[src/rtl/fb_pkg.sv]
package fb_pkg;
  // Lockout flag positions on the lockout bus
  typedef enum int unsigned {
    LK_XFMR_UV = 0,
    LK_XFMR_OV = 1,
    LK_CTRL_UV = 2,
    LK_CTRL_OV = 3,
    LK_INT_UV  = 4,
    LK_HOT     = 5
  } lock_idx_e;

  localparam int unsigned NUM_LOCK = 6;

  // Latch state of the supervisor
  typedef struct packed {
    logic master;
    logic sw;
    logic fault;
    logic done;
  } latch_t;
endpackage

[src/rtl/fb_sync.sv]
module fb_sync #(
  parameter int unsigned W = 1
) (
  input  logic         clk,
  input  logic         rst,
  input  logic [W-1:0] d_i,
  output logic [W-1:0] q_o
);
  // Per-bit two-stage synchroniser
  for (genvar b = 0; b < W; b++) begin : g_bit
    logic s1, s2;
    always_ff @(posedge clk) begin
      if (rst) begin
        s1 <= 1'b0;
        s2 <= 1'b0;
      end else begin
        s1 <= d_i[b];
        s2 <= s1;
      end
    end
    assign q_o[b] = s2;
  end
endmodule

[src/rtl/fb_charge_qual.sv]
module fb_charge_qual #(
  parameter int unsigned MIN_LOW   = 1000,
  parameter int unsigned START_DLY = 100
) (
  input  logic clk,
  input  logic rst,
  input  logic run_i,    // synchronised charge enable
  output logic start_o,  // accepted rising edge
  output logic fire_o    // start-up one-shot expiry
);
  localparam int unsigned LW = $clog2(MIN_LOW + 1);
  localparam int unsigned DW = $clog2(START_DLY + 1);

  logic          run_d;
  logic [LW-1:0] low_cnt;
  logic [DW-1:0] dly;
  logic          armed;

  assign armed   = (low_cnt == LW'(MIN_LOW));
  assign start_o = run_i & ~run_d & armed;
  assign fire_o  = run_i & (dly == DW'(1));

  always_ff @(posedge clk) begin
    if (rst) begin
      run_d   <= 1'b0;
      low_cnt <= '0;
      dly     <= '0;
    end else begin
      run_d <= run_i;
      if (!run_i) begin
        if (!armed) low_cnt <= low_cnt + LW'(1);
      end else begin
        low_cnt <= '0;
      end
      if (!run_i)          dly <= '0;
      else if (start_o)    dly <= DW'(START_DLY);
      else if (dly != '0)  dly <= dly - DW'(1);
    end
  end
endmodule

[src/rtl/fb_latch_core.sv]
module fb_latch_core
  import fb_pkg::*;
(
  input  logic clk,
  input  logic rst,
  input  logic start_i,
  input  logic fire_i,
  input  logic run_i,
  input  logic lock_any_i,
  input  logic ilim_i,
  input  logic dcm_i,
  input  logic vtgt_i,
  output logic gate_o,
  output logic done_n_o,
  output logic fault_n_o
);
  latch_t cur, nxt;
  logic   hit;
  logic   gate_q, done_n_q, fault_n_q;

  always_comb begin
    nxt = cur;
    hit = cur.master & ~cur.sw & vtgt_i;
    // fault latch: set while any lockout, cleared only by accepted start
    nxt.fault = lock_any_i | (cur.fault & ~start_i);
    // master enable latch
    if (fire_i & ~nxt.fault) nxt.master = 1'b1;
    if (hit)                 nxt.master = 1'b0;
    if (nxt.fault | ~run_i)  nxt.master = 1'b0;
    // completion state
    if (start_i)  nxt.done = 1'b0;
    else if (hit) nxt.done = 1'b1;
    // switch latch
    if (fire_i & ~nxt.fault)                      nxt.sw = 1'b1;
    if (cur.master & ~cur.sw & dcm_i & ~vtgt_i)   nxt.sw = 1'b1;
    if (ilim_i)                                   nxt.sw = 1'b0;
    if (!nxt.master)                              nxt.sw = 1'b0;
  end

  always_ff @(posedge clk) begin
    if (rst) begin
      cur       <= '0;
      gate_q    <= 1'b0;
      done_n_q  <= 1'b1;
      fault_n_q <= 1'b1;
    end else begin
      cur       <= nxt;
      gate_q    <= nxt.master & nxt.sw & ~nxt.fault;
      done_n_q  <= ~(nxt.done | nxt.fault);
      fault_n_q <= ~nxt.fault;
    end
  end

  assign gate_o    = gate_q;
  assign done_n_o  = done_n_q;
  assign fault_n_o = fault_n_q;
endmodule

[src/rtl/flyback_charge_seq.sv]
module flyback_charge_seq
  import fb_pkg::*;
#(
  parameter int unsigned MIN_LOW   = 1000,
  parameter int unsigned START_DLY = 100
) (
  input  logic                clk,
  input  logic                rst,
  input  logic                charge_i,
  input  logic                ilim_i,
  input  logic                dcm_os_i,
  input  logic                vtgt_i,
  input  logic [NUM_LOCK-1:0] lock_i,
  output logic                gate_en_o,
  output logic                done_n_o,
  output logic                fault_n_o
);
  localparam int unsigned SW = NUM_LOCK + 1;

  logic [SW-1:0] sync_q;
  logic          run_s, lock_any, start, fire;

  fb_sync #(.W(SW)) u_sync (
    .clk (clk),
    .rst (rst),
    .d_i ({charge_i, lock_i}),
    .q_o (sync_q)
  );

  assign run_s    = sync_q[SW-1];
  assign lock_any = |sync_q[NUM_LOCK-1:0];

  fb_charge_qual #(.MIN_LOW(MIN_LOW), .START_DLY(START_DLY)) u_qual (
    .clk     (clk),
    .rst     (rst),
    .run_i   (run_s),
    .start_o (start),
    .fire_o  (fire)
  );

  fb_latch_core u_core (
    .clk        (clk),
    .rst        (rst),
    .start_i    (start),
    .fire_i     (fire),
    .run_i      (run_s),
    .lock_any_i (lock_any),
    .ilim_i     (ilim_i),
    .dcm_i      (dcm_os_i),
    .vtgt_i     (vtgt_i),
    .gate_o     (gate_en_o),
    .done_n_o   (done_n_o),
    .fault_n_o  (fault_n_o)
  );
endmodule

[config.mk]
export PLATFORM = sky130hd
export DESIGN_NAME = flyback_charge_seq
export DESIGN_NICKNAME = d
export VERILOG_FILES = /design/src/rtl/fb_pkg.sv /design/src/rtl/fb_sync.sv /design/src/rtl/fb_charge_qual.sv /design/src/rtl/fb_latch_core.sv /design/src/rtl/flyback_charge_seq.sv
export SDC_FILE = /design/constraint.sdc
export NUM_CORES = 1
export LEC_CHECK = 0
export ABC_AREA = 1
export BUFFER_PORTS_ARGS = -buffer_cell sky130_fd_sc_hd__buf_2
export CORE_MARGIN = 4
export CORE_UTILIZATION = 49
export DETAILED_ROUTE_END_ITERATION = 12
export PLACE_DENSITY_LB_ADDON = 0.2
export SLEW_MARGIN = 25
export SYNTH_ARGS = -nofsm -noshare
export SYNTH_HDL_FRONTEND = slang
export SYNTH_SLANG_ARGS = --single-unit
[constraint.sdc]
create_clock -name clk -period 1.65 [get_ports clk]
set_input_delay 0.33 -clock clk [delete_from_list [all_inputs] [get_ports clk]]
set_output_delay 0.33 -clock clk [all_outputs]
set_load 0.01 [all_outputs]
**Word level (Yosys, flattened, before mapping)**

Index checks and enable logic that the tools add are counted.

- Bitwise operators: 21
- Muxes and demuxes: 11
- Reduce and logical (&&, ||, !) cells: 6
- $add $sub $neg: 2
- Equality and inequality tests: 2

Operators by type and width:

| cell | count |
|---|---|
| $mux W7 | 2 |
| $and A1 B1 Y1 | 11 |
| $add A10 B1 Y10 const B | 1 |
| $eq A10 B10 Y1 const B | 1 |
| $mux W1 | 9 |
| $eq A7 B1 Y1 const B | 1 |
| $not A1 Y1 | 7 |
| $reduce_bool A7 Y1 | 1 |
| $sub A7 B1 Y7 const B | 1 |
| $reduce_or A6 Y1 | 1 |
| $reduce_or A2 Y1 | 2 |
| $or A1 B1 Y1 | 3 |
| $reduce_or A3 Y1 | 1 |
| $reduce_bool A2 Y1 | 1 |

- Input port bits: 12
- Word-level logic and storage cells: 67
- Register bits: 39

**Logic depth before layout (Yosys ltp)**

- Depth after elaboration: 14
- Depth in mapped cells: 10

**By module**

Synthesis repeated with hierarchy kept, for this count alone.

- Cell total of the unflattened synthesis: 231
- Area total of the unflattened synthesis: 1690.4 sq um

By module, submodules not included:

| module | times used | cells an instance | area an instance (sq um) | seq. area each (sq um) |
|---|---|---|---|---|
| fb_charge_qual | 1 | 136 | 945.9 | 360.3 |
| fb_sync | 1 | 50 | 449.2 | 280.3 |
| fb_latch_core | 1 | 41 | 279.0 | 140.1 |
| flyback_charge_seq | 1 | 4 | 16.3 | 0.0 |

**Least setup slack after synthesis**

No wires, ideal clock.

- Kind: flip-flop to flip-flop
- From: register u_qual.low_cnt[0]
- To: register u_core.done_n_q, in the netlist u_core.done_n_o
- Path buffers: 0
- Arrival: 1108 ps
- Slack: 424 ps
- Cell stages (with the launch flop): 9
- Path through: dfxtp_1 inv_1 ha_1 nand2_1 nor2_4 nand4_4 nand2_1 a21oi_1 nor2_2

- Longest elaborated chain between the ends: 7
- Elaborated cells on any way between the ends: 8
- Those cells by class: 1 x eq/ne; 1 x mux; 6 x bitwise

Ends and longest elaborated chain:

| item | RTL line | RTL |
|---|---|---|
| from (decl) | fb_charge_qual.sv:15 | `logic [LW-1:0] low_cnt;` |
| from (signal assigned) | fb_charge_qual.sv:31 | `if (!armed) low_cnt <= low_cnt + LW'(1);` |
| $eq A10 B10 Y1 (*) | fb_charge_qual.sv:19 | `assign armed = (low_cnt == LW'(MIN_LOW));` |
| $and A1 B1 Y1 (*) | fb_charge_qual.sv:20 | `assign start_o = run_i & ~run_d & armed;` |
| $not A1 Y1 | fb_latch_core.sv:25 | `nxt.fault = lock_any_i \| (cur.fault & ~start_i);` |
| $and A1 B1 Y1 | fb_latch_core.sv:25 |  |
| $or A1 B1 Y1 | fb_latch_core.sv:25 |  |
| $or A1 B1 Y1 (*) | fb_latch_core.sv:49 | `done_n_q <= ~(nxt.done \| nxt.fault);` |
| $not A1 Y1 (*) | fb_latch_core.sv:49 |  |
| to (signal assigned) | fb_latch_core.sv:49 |  |
| to (decl) | fb_latch_core.sv:19 | `logic gate_q, done_n_q, fault_n_q;` |

Every way passes the cells marked *; elsewhere a longest branch is shown, timed or not.
A chain may end at the register's enable or synchronous reset.

**Worst setup path after layout**

- From: register u_qual.dly[0]
- To: register u_qual.dly[6]

- Longest elaborated chain between the ends: 3
- Elaborated cells on any way between the ends: 5
- Those cells by class: 1 x add/sub; 2 x mux; 2 x reduce/logical

Ends and longest elaborated chain:

| item | RTL line | RTL |
|---|---|---|
| from (decl) | fb_charge_qual.sv:16 | `logic [DW-1:0] dly;` |
| from (signal assigned) | fb_charge_qual.sv:36 | `else if (start_o) dly <= DW'(START_DLY);` |
| from (signal assigned) | fb_charge_qual.sv:37 | `else if (dly != '0) dly <= dly - DW'(1);` |
| $sub A7 B1 Y7 | fb_charge_qual.sv:37 |  |
| $mux W7 | fb_charge_qual.sv:37 |  |
| $mux W7 | fb_charge_qual.sv:36 |  |

Parallel ways exist; a longest one is shown, timed or not. The select of a mux whose other input is x is not followed.

==> results.py <==
metrics = {
    "setup_path": {
        "rr_startpoint": "u_qual.dly[0]",
        "crit_chain": "inv_1, ha_1, nor3b_2, nand2_1, nand2_1, nand3_1, a21oi_1",
        "crit_fanout": 4,
        "crit_slowest_cell": "dfxtp_1",
        "crit_arrival_ns": 1.64,
        "cp-start-kind": "flop",
        "critPathLaunch": "u_qual.dly[0]",
        "crit_type": "reg -> reg",
        "path_common_cell": "nand2_1",
        "critPathMaxStageDelay_ns": 0.35,
        "required_ns": 1.94,
        "setup.worst_path.end_class": "flop",
    },
    "synth": {
        "synthTopCellsByCount": "41 x inv_1, 39 x dfxtp_1, 34 x nand2_1, 33 x nor2_1, 14 x a21oi_1",
        "synth_area_um2": 1620,
        "syn_nets": 228,
        "synthCells": 211,
        "ys_seq_area_frac": 0.482,
        "synth_area_leader_cell": "dfxtp_1",
        "synth_flop_cell": "dfxtp_1",
        "yosys_warnings": 0,
        "yosysTopAreaCellShare": 0.482,
        "async_flop_share": 0,
        "synth-seq-cells": 39,
        "synth_area_leaders": "dfxtp_1 48%, inv_1 9.5%, nand2_1 7.9%",
        "synth_edf_count": 0,
        "synth_cell_types": 27,
        "syn_avg_cell_area_um2": 7.68,
        "synth.most_common_cell": "inv_1",
    },
    "final_layout": {
        "layout.nets": 247,
        "fin_util": 0.579,
        "stdcell_count": 275,
        "fillers": 317,
        "num_antenna_cells": 0,
        "area_delta_synth_final_pct": 10.8,
        "drive_above_1_share": 0.173,
        "final_cell_area_um2": 1800,
    },
    "die": {
        "io_pins": 15,
        "core_area_um2": 3100,
        "dieArea_um2": 4290,
        "die_h_um": 65.5,
        "dieWidth_um": 65.5,
        "placementRows": 20,
        "start_util": 0.522,
    },
    "grt": {
        "antenna_found_initial": 0,
        "grt_pass1_wl_um": 4600,
        "grt_pass1_vias": 1094,
        "overflow": 0,
        "grt_max_degree": 18,
        "grtUsageTotal": 0.143,
    },
    "routing": {
        "via_count": 1218,
        "routed_via_density": 4.43,
        "drt_iter0_drc": 66,
        "dr.pass1.iters": 4,
        "wl_um": 2500,
        "wl_per_cell_um": 9.09,
        "drcViolationCount": 0,
        "drtAntennaViolNets": 0,
    },
    "clock_network": {
        "path_clk_slew_ns": 0.12,
        "ctsHoldBuffers": 0,
        "post_cts_resized": 0,
        "cts_inserted_buffers": 5,
        "post-cts-setup-buffers": 0,
        "cts_max_level": 2,
        "cts.path.max_buffers": 2,
        "cts_tree": "built",
        "root_buffer": "clkbuf_4",
        "clock_sinks": 39,
        "clkLatencyLatePin_ns": 0.35,
    },
    "sta": {
        "rsz0062_at_grt": "no",
        "max_freq_ghz": 0.740,
        "relSlewSlack": 0.788,
        "drv_slew": 0,
        "period_share": 0.819,
        "min_period_ns": 1.35,
        "hold_slack_ns": 0.172,
        "setup_ws_ns": 0.298,
        "hold_viol_final": 0,
        "skew_ns": 0.00406,
        "worst_pin_slew_ns": 0.317,
        "tns_ns": 0,
        "finalSetupViolations": 0,
    },
    "power": {
        "p_leak_nw": 0.803,
        "total_power_mw": 1.55,
        "cellPowerDensity_nw_per_um2": 864,
        "vdd_drop_max_mv": 0.684,
    },
    "placed_design": {
        "dp_hpwl_um": 1840,
        "post-place-cells": 267,
        "gp_congestion": 0.838,
        "post_dp_cell_area_um2": 1740,
        "port-buffer-count": 14,
        "place_ws_ns": 0.307,
    },
    "run": {
        "cap_violations": 0,
    },
    "hold_path": {
        "hold_path.class": "in -> reg",
        "hold_start": "lock_i[1]",
    },
    "run_status": {
        "outcome": "complete, no violations",
    },
}
-- layer usage --
layer | GRT usage | vias up | share of wire
li1 | - | 674 | -
met1 | 0.173 | 515 | 0.48
met2 | 0.217 | 24 | 0.45
met3 | 0.0513 | 5 | 0.047
met4 | 0.0855 | 0 | 0.026
met5 | 0 | - | 0
-- final timing paths --
check,slack (ns),endpoint,cells after the start
min,0.17,u_sync.g_bit[1].s1,3
max,0.30,u_qual.dly[6],7
min reg2reg,0.41,u_sync.g_bit[2].s2,2
max reg2reg,0.30,u_qual.dly[6],7
-- critical path: cells and delay by family, from the launching register on --
kind                     cells  cell delay (ns)
AND/OR/NAND/NOR              4             0.50
flip-flops                   1             0.35
adder cells (fa/ha/maj)      1             0.19
buffers and inverters        1             0.13
AO/OA/AOI/OAI                1             0.13
-- state kept, by name, indices dropped and copies added (netlist names) --
signal and flops:
u_qual.low_cnt 10, u_qual.dly 7, u_sync.g_bit.s1 7, u_sync.g_bit.s2 7, u_core.cur 4, u_core.done_n_o 1, u_core.fault_n_o 1, u_core.gate_o 1
u_qual.run_d 1
-- cell type report --
cell class,count,area [um2],share of cell area
Sequential cell,39,781,0.435
Multi-Input combinational cell,127,671,0.374
Inverter,43,161,0.0899
Timing Repair Buffer,14,70.1,0.0390
Tap cell,44,55.1,0.0307
Clock buffer,5,37.5,0.0209
Clock inverter,3,20.0,0.0111
-- where the power goes --
group	leakage, nW	total (mW)	switching [mW]	internal, mW
Clock	0.0272	0.484	0.321	0.163
Combinational	0.457	0.0846	0.0490	0.0356
Sequential	0.319	0.984	0.0133	0.971
Total	0.803	1.55	0.383	1.17
-- cell usage in the layout, fill, tap and decap left out, types with 3 or more instances in the layout --
master,Yosys,routed
a21oi_1,14,14
buf_2,0,14
clkbuf_4,0,5
dfxtp_1,39,39
ha_1,5,5
inv_1,41,41
nand2_1,34,34
nand2_2,3,3
nand3_1,10,10
nor2_1,33,33
nor2_2,4,4
o21ai_0,5,5
-- logic make-up (layout without fill, tap and decap cells) --
logic type | Yosys count | after routing | synth area share
AOI/OAI and AO/OA | 22 | 22 | 0.0734
xor gates and xnor gates | 3 | 3 | 0.0162
adders and majority gates | 5 | 5 | 0.0386
buffers and inverters | 45 | 65 | 0.104
DFF | 39 | 39 | 0.482
and+or+nand+nor | 97 | 97 | 0.286
Note: power is estimated with default switching activity, not from simulation.
